$ cat src/rtl/nandseq_pkg.sv
package nandseq_pkg;

  typedef enum logic [3:0] {
    BIAS_GND        = 4'd0,
    BIAS_PRECH      = 4'd1,
    BIAS_READ       = 4'd2,
    BIAS_PROG       = 4'd3,
    BIAS_PASS       = 4'd4,
    BIAS_SUPPLY     = 4'd5,
    BIAS_INHIBIT    = 4'd6,
    BIAS_WELL_ERASE = 4'd7,
    BIAS_COUPLED    = 4'd8,
    BIAS_ERASE_BL   = 4'd9
  } bias_e;

  typedef enum logic [2:0] {
    PH_IDLE, PH_PRECH, PH_READ, PH_PULSE, PH_VERIFY, PH_ERASE, PH_EVERIFY
  } phase_e;

  localparam logic [1:0] OP_READ  = 2'd0;
  localparam logic [1:0] OP_PROG  = 2'd1;
  localparam logic [1:0] OP_ERASE = 2'd2;

  typedef struct packed {
    logic latchCmd;
    logic addOnes;
    logic incPulse;
    logic incVerify;
  } strobe_t;

endpackage

$ cat src/rtl/nandseq_ctrl.sv
module nandseq_ctrl
  import nandseq_pkg::*;
#(
  parameter int TIME_W = 8
) (
  input  logic              clk,
  input  logic              rstN,
  input  logic              cmdValid,
  input  logic [1:0]        cmdOp,
  input  logic [3:0]        maxLoops,
  input  logic [TIME_W-1:0] tRead,
  input  logic [TIME_W-1:0] tPulse,
  input  logic [TIME_W-1:0] tVerify,
  input  logic [TIME_W-1:0] tErase,
  input  logic              verifyPass,
  output logic              cmdReady,
  output phase_e            phase,
  output strobe_t           strobe,
  output logic              done,
  output logic              fail
);

  phase_e            nextPhase;
  logic [TIME_W-1:0] timer, nextTimer;
  logic [3:0]        loopCnt, nextLoop, loopLimit, nextLimit;
  logic              finish, finFail;
  logic              lastCycle;

  function automatic logic [TIME_W-1:0] loadLen(input logic [TIME_W-1:0] len);
    return (len == '0) ? '0 : len - 1'b1;
  endfunction

  assign lastCycle = (timer == '0);
  assign cmdReady  = (phase == PH_PRECH);

  always_comb begin
    nextPhase = phase;
    nextTimer = lastCycle ? timer : timer - 1'b1;
    nextLoop  = loopCnt;
    nextLimit = loopLimit;
    finish    = 1'b0;
    finFail   = 1'b0;
    strobe    = '0;
    case (phase)
      PH_IDLE: nextPhase = PH_PRECH;
      PH_PRECH: begin
        if (cmdValid) begin
          strobe.latchCmd = 1'b1;
          if (cmdOp == OP_READ) begin
            nextPhase      = PH_READ;
            nextTimer      = loadLen(tRead);
            strobe.addOnes = 1'b1;
          end else if (cmdOp == OP_PROG) begin
            nextPhase       = PH_PULSE;
            nextTimer       = loadLen(tPulse);
            strobe.incPulse = 1'b1;
            nextLoop        = 4'd1;
            nextLimit       = (maxLoops == 4'd0) ? 4'd1 : maxLoops;
          end else if (cmdOp == OP_ERASE) begin
            nextPhase = PH_ERASE;
            nextTimer = loadLen(tErase);
          end
        end
      end
      PH_READ: if (lastCycle) begin
        nextPhase = PH_PRECH;
        finish    = 1'b1;
      end
      PH_PULSE: if (lastCycle) begin
        nextPhase        = PH_VERIFY;
        nextTimer        = loadLen(tVerify);
        strobe.incVerify = 1'b1;
      end
      PH_VERIFY: if (lastCycle) begin
        if (verifyPass) begin
          nextPhase = PH_PRECH;
          finish    = 1'b1;
        end else if (loopCnt >= loopLimit) begin
          nextPhase = PH_PRECH;
          finish    = 1'b1;
          finFail   = 1'b1;
        end else begin
          nextPhase       = PH_PULSE;
          nextTimer       = loadLen(tPulse);
          strobe.incPulse = 1'b1;
          nextLoop        = loopCnt + 4'd1;
        end
      end
      PH_ERASE: if (lastCycle) begin
        nextPhase        = PH_EVERIFY;
        nextTimer        = loadLen(tVerify);
        strobe.incVerify = 1'b1;
      end
      PH_EVERIFY: if (lastCycle) begin
        nextPhase = PH_PRECH;
        finish    = 1'b1;
        finFail   = !verifyPass;
      end
      default: nextPhase = PH_PRECH;
    endcase
  end

  always_ff @(posedge clk) begin
    if (!rstN) begin
      phase     <= PH_IDLE;
      timer     <= '0;
      loopCnt   <= '0;
      loopLimit <= 4'd1;
      done      <= 1'b0;
      fail      <= 1'b0;
    end else begin
      phase     <= nextPhase;
      timer     <= nextTimer;
      loopCnt   <= nextLoop;
      loopLimit <= nextLimit;
      done      <= finish;
      if (finish) fail <= finFail;
    end
  end

  // completion pulse never stretches
  assert_done_single_R10: assert property (@(posedge clk) disable iff (!rstN)
    done |=> !done);

  // a real opcode taken in precharge leaves precharge
  assert_accept_moves_R2: assert property (@(posedge clk) disable iff (!rstN)
    (phase == PH_PRECH && cmdValid && cmdOp != 2'd3) |=> (phase != PH_PRECH));

  // pulse index stays within the latched limit
  assert_loop_cap_R6: assert property (@(posedge clk) disable iff (!rstN)
    (phase == PH_PULSE) |-> (loopCnt >= 4'd1 && loopCnt <= loopLimit));

  // every pulse ends in a verify
  assert_verify_follows_R6: assert property (@(posedge clk) disable iff (!rstN)
    (phase == PH_PULSE && lastCycle) |=> (phase == PH_VERIFY));

endmodule

$ cat src/rtl/nandseq_dp.sv
module nandseq_dp
  import nandseq_pkg::*;
#(
  parameter int BLOCK_W = 4,
  parameter int PAGE_W  = 3,
  parameter int ONES_W  = 7,
  parameter int CTR_W   = 8,
  parameter int DIS_W   = 16
) (
  input  logic               clk,
  input  logic               rstN,
  input  phase_e             phase,
  input  strobe_t            strobe,
  input  logic [BLOCK_W-1:0] cmdBlock,
  input  logic [PAGE_W-1:0]  cmdPage,
  input  logic [ONES_W-1:0]  cmdOnes,
  output logic [3:0]         wlSelBias,
  output logic [3:0]         wlUnselBias,
  output logic [3:0]         sslBias,
  output logic [3:0]         gslBias,
  output logic [3:0]         slBias,
  output logic [3:0]         blOneBias,
  output logic [3:0]         blZeroBias,
  output logic [3:0]         wellBias,
  output logic [BLOCK_W-1:0] selBlock,
  output logic [PAGE_W-1:0]  selPage,
  output logic               pageEn,
  output logic [CTR_W-1:0]   pulseCount,
  output logic [CTR_W-1:0]   verifyCount,
  output logic [DIS_W-1:0]   dischargeCount
);

  localparam logic [CTR_W-1:0] CTR_MAX = {CTR_W{1'b1}};

  logic [BLOCK_W-1:0] blockQ;
  logic [PAGE_W-1:0]  pageQ;
  logic               active;

  assign active   = (phase != PH_IDLE) && (phase != PH_PRECH);
  assign pageEn   = (phase == PH_READ) || (phase == PH_PULSE) || (phase == PH_VERIFY);
  assign selBlock = active ? blockQ : '0;
  assign selPage  = pageEn ? pageQ : '0;

  always_comb begin
    wlSelBias   = BIAS_GND;
    wlUnselBias = BIAS_GND;
    sslBias     = BIAS_GND;
    gslBias     = BIAS_GND;
    slBias      = BIAS_GND;
    blOneBias   = BIAS_GND;
    blZeroBias  = BIAS_GND;
    wellBias    = BIAS_GND;
    case (phase)
      PH_PRECH: begin
        blOneBias  = BIAS_PRECH;
        blZeroBias = BIAS_PRECH;
      end
      PH_READ, PH_VERIFY, PH_EVERIFY: begin
        wlUnselBias = BIAS_READ;
        sslBias     = BIAS_READ;
        gslBias     = BIAS_READ;
        slBias      = BIAS_READ;
        blOneBias   = BIAS_PRECH;
        blZeroBias  = BIAS_PRECH;
      end
      PH_PULSE: begin
        wlSelBias   = BIAS_PROG;
        wlUnselBias = BIAS_PASS;
        sslBias     = BIAS_SUPPLY;
        blOneBias   = BIAS_INHIBIT;
      end
      PH_ERASE: begin
        wellBias   = BIAS_WELL_ERASE;
        sslBias    = BIAS_COUPLED;
        gslBias    = BIAS_COUPLED;
        slBias     = BIAS_ERASE_BL;
        blOneBias  = BIAS_ERASE_BL;
        blZeroBias = BIAS_ERASE_BL;
      end
      default: ;
    endcase
  end

  always_ff @(posedge clk) begin
    if (!rstN) begin
      blockQ         <= '0;
      pageQ          <= '0;
      pulseCount     <= '0;
      verifyCount    <= '0;
      dischargeCount <= '0;
    end else begin
      if (strobe.latchCmd) begin
        blockQ <= cmdBlock;
        pageQ  <= cmdPage;
      end
      if (strobe.addOnes)
        dischargeCount <= dischargeCount + DIS_W'(cmdOnes);
      if (strobe.incPulse && pulseCount != CTR_MAX)
        pulseCount <= pulseCount + 1'b1;
      if (strobe.incVerify && verifyCount != CTR_MAX)
        verifyCount <= verifyCount + 1'b1;
    end
  end

  // saturated counters stay saturated
  assert_pulse_sat_R11: assert property (@(posedge clk) disable iff (!rstN)
    (pulseCount == CTR_MAX) |=> (pulseCount == CTR_MAX));

  assert_verify_sat_R11: assert property (@(posedge clk) disable iff (!rstN)
    (verifyCount == CTR_MAX) |=> (verifyCount == CTR_MAX));

  // a read start adds the page's 1 count
  assert_ones_add_R4: assert property (@(posedge clk) disable iff (!rstN)
    strobe.addOnes |=> (dischargeCount == $past(dischargeCount) + DIS_W'($past(cmdOnes))));

  // erase never drives a page decode
  assert_erase_no_page_R7: assert property (@(posedge clk) disable iff (!rstN)
    (phase == PH_ERASE) |-> (selPage == '0 && wlSelBias == 4'd0));

endmodule

$ cat src/rtl/nandseq_top.sv
module nandseq_top
  import nandseq_pkg::*;
#(
  parameter int BLOCK_W   = 4,
  parameter int PAGE_W    = 3,
  parameter int PAGE_BITS = 64,
  parameter int ONES_W    = $clog2(PAGE_BITS + 1),
  parameter int TIME_W    = 8,
  parameter int CTR_W     = 8,
  parameter int DIS_W     = 16
) (
  input  logic               clk,
  input  logic               rstN,
  input  logic               cmdValid,
  output logic               cmdReady,
  input  logic [1:0]         cmdOp,
  input  logic [BLOCK_W-1:0] cmdBlock,
  input  logic [PAGE_W-1:0]  cmdPage,
  input  logic [ONES_W-1:0]  cmdOnes,
  input  logic [3:0]         maxLoops,
  input  logic [TIME_W-1:0]  tRead,
  input  logic [TIME_W-1:0]  tPulse,
  input  logic [TIME_W-1:0]  tVerify,
  input  logic [TIME_W-1:0]  tErase,
  input  logic               verifyPass,
  output logic [3:0]         wlSelBias,
  output logic [3:0]         wlUnselBias,
  output logic [3:0]         sslBias,
  output logic [3:0]         gslBias,
  output logic [3:0]         slBias,
  output logic [3:0]         blOneBias,
  output logic [3:0]         blZeroBias,
  output logic [3:0]         wellBias,
  output logic [BLOCK_W-1:0] selBlock,
  output logic [PAGE_W-1:0]  selPage,
  output logic               pageEn,
  output logic               done,
  output logic               fail,
  output logic [CTR_W-1:0]   pulseCount,
  output logic [CTR_W-1:0]   verifyCount,
  output logic [DIS_W-1:0]   dischargeCount
);

  phase_e  phase;
  strobe_t strobe;

  nandseq_ctrl #(.TIME_W(TIME_W)) u_ctrl (
    .clk(clk), .rstN(rstN), .cmdValid(cmdValid), .cmdOp(cmdOp),
    .maxLoops(maxLoops), .tRead(tRead), .tPulse(tPulse), .tVerify(tVerify),
    .tErase(tErase), .verifyPass(verifyPass), .cmdReady(cmdReady),
    .phase(phase), .strobe(strobe), .done(done), .fail(fail)
  );

  nandseq_dp #(
    .BLOCK_W(BLOCK_W), .PAGE_W(PAGE_W), .ONES_W(ONES_W),
    .CTR_W(CTR_W), .DIS_W(DIS_W)
  ) u_dp (
    .clk(clk), .rstN(rstN), .phase(phase), .strobe(strobe),
    .cmdBlock(cmdBlock), .cmdPage(cmdPage), .cmdOnes(cmdOnes),
    .wlSelBias(wlSelBias), .wlUnselBias(wlUnselBias), .sslBias(sslBias),
    .gslBias(gslBias), .slBias(slBias), .blOneBias(blOneBias),
    .blZeroBias(blZeroBias), .wellBias(wellBias), .selBlock(selBlock),
    .selPage(selPage), .pageEn(pageEn), .pulseCount(pulseCount),
    .verifyCount(verifyCount), .dischargeCount(dischargeCount)
  );

endmodule

$ cat config.mk
export PLATFORM = sky130hd
export DESIGN_NAME = nandseq_top
export DESIGN_NICKNAME = d
export VERILOG_FILES = /design/src/rtl/nandseq_pkg.sv /design/src/rtl/nandseq_ctrl.sv /design/src/rtl/nandseq_dp.sv /design/src/rtl/nandseq_top.sv
export SDC_FILE = /design/constraint.sdc
export NUM_CORES = 1
export LEC_CHECK = 0
export BUFFER_PORTS_ARGS = -buffer_cell sky130_fd_sc_hd__buf_2
export CORE_UTILIZATION = 45
export CTS_CLUSTER_DIAMETER = 30
export CTS_CLUSTER_SIZE = 16
export DETAILED_ROUTE_END_ITERATION = 10
export PLACE_DENSITY = 0.79
export SYNTH_ARGS = -nofsm -noshare
export SYNTH_HDL_FRONTEND = slang
export SYNTH_SLANG_ARGS = --single-unit
$ cat constraint.sdc
create_clock -name clk -period 3.06 [get_ports clk]
set_input_delay 0.306 -clock clk [delete_from_list [all_inputs] [get_ports clk]]
set_output_delay 0.306 -clock clk [all_outputs]
set_load 0.01 [all_outputs]
==> flow_summary.yaml <==
floorplanning:
  rows: 36
  dieHeight_um: 103
  start_util_pct: 46.7
  die_area_um2: 10600
  io_pins: 131
  die_w_um: 103
  fp.coreArea_um2: 9820
cts:
  cts_setup_buffers: 0
  clock-sinks: 60
  cts_buffers: 9
  cts-root-buf: "clkbuf_8"
  clock_path_buffers: 2
  clk_latency_ps: 340
  cts_tree: "yes"
  cts_resized: 0
  clk_pin_slew_ps: 70
  htreeDepth: 3
  cts_hold_buf: 0
detailed_routing:
  dr_total_vias: 4727
  drc_errors: 0
  postRouteWirelength_um: 12700
  drt_iter0_markers: 441
  ant_nets: 0
  first_pass_iters: 5
  wire_per_inst_um: 15.1
  vias_per_cell: 5.61
setup_path:
  critPathMaxFanout: 17
  arrival_ps: 2910
  endpoint_kind: "flop"
  start_kind: "flop"
  worstSetupPathType: "reg2reg"
  critical_path_required_ps: 3300
grt:
  antenna_found_initial: 0
  grt_pass1_vias: 4221
  gr-usage-all-layers_pct: 24.1
  grt_max_degree: 30
  globalRouteOverflowTotal: 0
  grt_pass1_wl_um: 19900
sta:
  finalMaxSlewViolations: 0
  fmaxAchievable_ghz: 0.375
  setup_violations: 0
  period_needed_ps: 2670
  skew_ps: 11.9
  worst_slew_pin_slew_ps: 764
  fin_setup_tns_ps: 0
  post-route-period-util_pct: 87.2
  grt_setup_unrepaired: "false"
  hold_slack_ps: 201
  hold_viol_final: 0
  slew_headroom_pct: 48.9
place:
  dp_hpwl_um: 9780
  gp_congestion: 0.945
  place_area_um2: 5190
  numPortBuffers: 120
synth:
  synthArstFlopShare_pct: 0
  synthCells: 600
  synth_warnings: 0
  mappedNetlistArea_um2: 4590
  synth_seq_area_share_pct: 26.2
  synth_top_flop_cell: "dfxtp_1"
  avgSynthCellArea_um2: 7.65
  synth_cell_types: 69
  synth-seq-cells: 60
  synth_edf_count: 0
layout:
  regArea_um2: 1200
  final_util_pct: 54.8
  area_delta_synth_final_pct: 17.2
  antenna-diode-count: 0
  fillers: 962
  drive_above_1_share_pct: 23.4
  final_area_um2: 5380
  multi_input_comb_area_um2: 3030
  nets: 786
pwr:
  power.leakage_nw: 2.32
  ir_drop_mv: 0.330
  p_total_mw: 3.43
  power-per-cell-area_nw_per_um2: 638
min_path:
  holdCritPathClass: "in2reg"
job:
  cap_violations: 0
outcome:
  status: "complete, no violations"
## flip-flops by register name, indices dropped and copies added, names as in the netlist, 4 cells and up
register and count:
u_dp.dischargeCount 16, u_dp.pulseCount 8, u_dp.verifyCount 8, u_ctrl.loopCnt 4, u_ctrl.loopLimit 4, u_ctrl.timer 8
u_dp.blockQ 4
## cells by family (layout without fill, tap and decap cells)
family | Yosys count | after routing | share of synthesized area (%)
fa+ha+maj | 25 | 25 | 6.98
compound gates | 138 | 138 | 19.5
xor+xnor | 39 | 39 | 7.44
mux | 7 | 7 | 1.53
simple gates | 256 | 256 | 29.8
other cells | 1 | 10 | 0.0817
buf+inv | 74 | 174 | 8.51
flops | 60 | 60 | 26.2
## metrics by stage
stage / instances / setup slack (ps)
floorplan: 609 / 773
global placement: 827 / 559
detailed placement: 827 / 425
CTS: 842 / 410
global route: 842 / 151
finish: 842 / 390
## worst max-delay path, cell delays in order, from the launching register on
cell	delay [ps]
dfxtp_1	640
nand4bb_4	330
nor3_4	410
nand2_1	180
a211oi_1	540
nand3_1	170
xnor2_1	150
and2_1	150
## final cells by class
cell class | instances | share of cell area [%]
clock buffers | 10 | 2.56
clock inverters | 5 | 0.977
inverters | 28 | 1.95
multi-input cells | 475 | 56.4
flip-flops and latches | 60 | 22.3
well taps | 133 | 3.09
repair buffers | 131 | 12.7
## path summary, 6_finish.rpt
| path | start | endpoint | slack [ps] | cells past startpoint |
|---|---|---|---|---|
| max | u_ctrl.phase[0] | u_dp.dischargeCount[10] | 390 | 7 |
| min | cmdPage[2] | u_dp.pageQ[2] | 200 | 3 |
| max reg2reg | u_ctrl.phase[0] | u_dp.dischargeCount[10] | 390 | 7 |
| min reg2reg | u_dp.blockQ[2] | u_dp.blockQ[2] | 450 | 2 |
## synthesized netlist by cell type (2+ instances only)
cell type,count,share of area (%)
clkinv_1,2,0.16
nor3b_1,6,0.98
and2_1,7,0.95
or3_1,9,1.2
nor3_1,20,2.2
o2111ai_1,2,0.38
and3_1,8,1.1
mux2i_1,7,1.5
a21oi_1,49,5.3
o32ai_1,2,0.38
a21boi_0,3,0.49
xnor2_1,27,5.2
buf_6,2,0.49
o31ai_1,7,1.1
o21bai_1,3,0.49
ha_1,24,6.5
nor2_1,60,4.9
o31a_1,3,0.57
clkbuf_1,16,1.3
o211ai_1,5,0.82
or3b_2,3,0.57
nand4b_1,2,0.38
nand2_1,53,4.3
nor3_4,2,0.71
a211oi_1,6,0.98
o21a_1,2,0.33
buf_4,25,4.1
nand2b_1,9,1.2
a221oi_1,6,1.1
nor4_1,9,1.2
buf_2,3,0.33
dfxtp_1,60,26
xor2_1,12,2.3
or4_1,9,1.5
inv_1,26,2.1
o21ai_0,31,3.4
nor2b_1,14,1.9
nand4_1,9,1.2
nand3_1,21,2.3
a21o_1,2,0.33
and3_2,3,0.49
a31oi_1,4,0.55
## cell usage in the layout (no fill, tap or decap), types with 3 or more instances in the layout
master and n:
o21ai_0 31, nand2b_1 9, a211oi_1 6, a21boi_0 3
o211ai_1 5, inv_1 26, and3_1 8, clkbuf_8 10
nand3_1 21, nor2_1 60, and2_1 7, o21bai_1 3
nand2_1 53, conb_1 10, nor3_1 20, dfxtp_1 60
buf_4 11, nand4_1 9, and3_2 3, or3b_2 3
a21oi_1 49, or3_1 9, nor3b_1 6, ha_1 24
o31ai_1 7, or4_1 9, clkinv_2 3, xnor2_1 27
a31oi_1 4, buf_2 120, nor2b_1 14, a221oi_1 6
xor2_1 12, o31a_1 3, nor4_1 9, mux2i_1 7
## layer usage
metal / up-vias / track usage [%] / share of wire, %
met3: 22 / 4.75 / 7.1
met5: - / 0 / 0
met2: 208 / 40.1 / 46
met1: 2179 / 31.2 / 45
li1: 2318 / - / -
met4: 0 / 8.13 / 1.9
## report_power, final
part	switching (mW)	internal (mW)	total (mW)
Combinational	1.05	0.673	1.72
Sequential	0.134	0.874	1.01
Clock	0.315	0.389	0.704
Power figures use the tool's default switching activity.
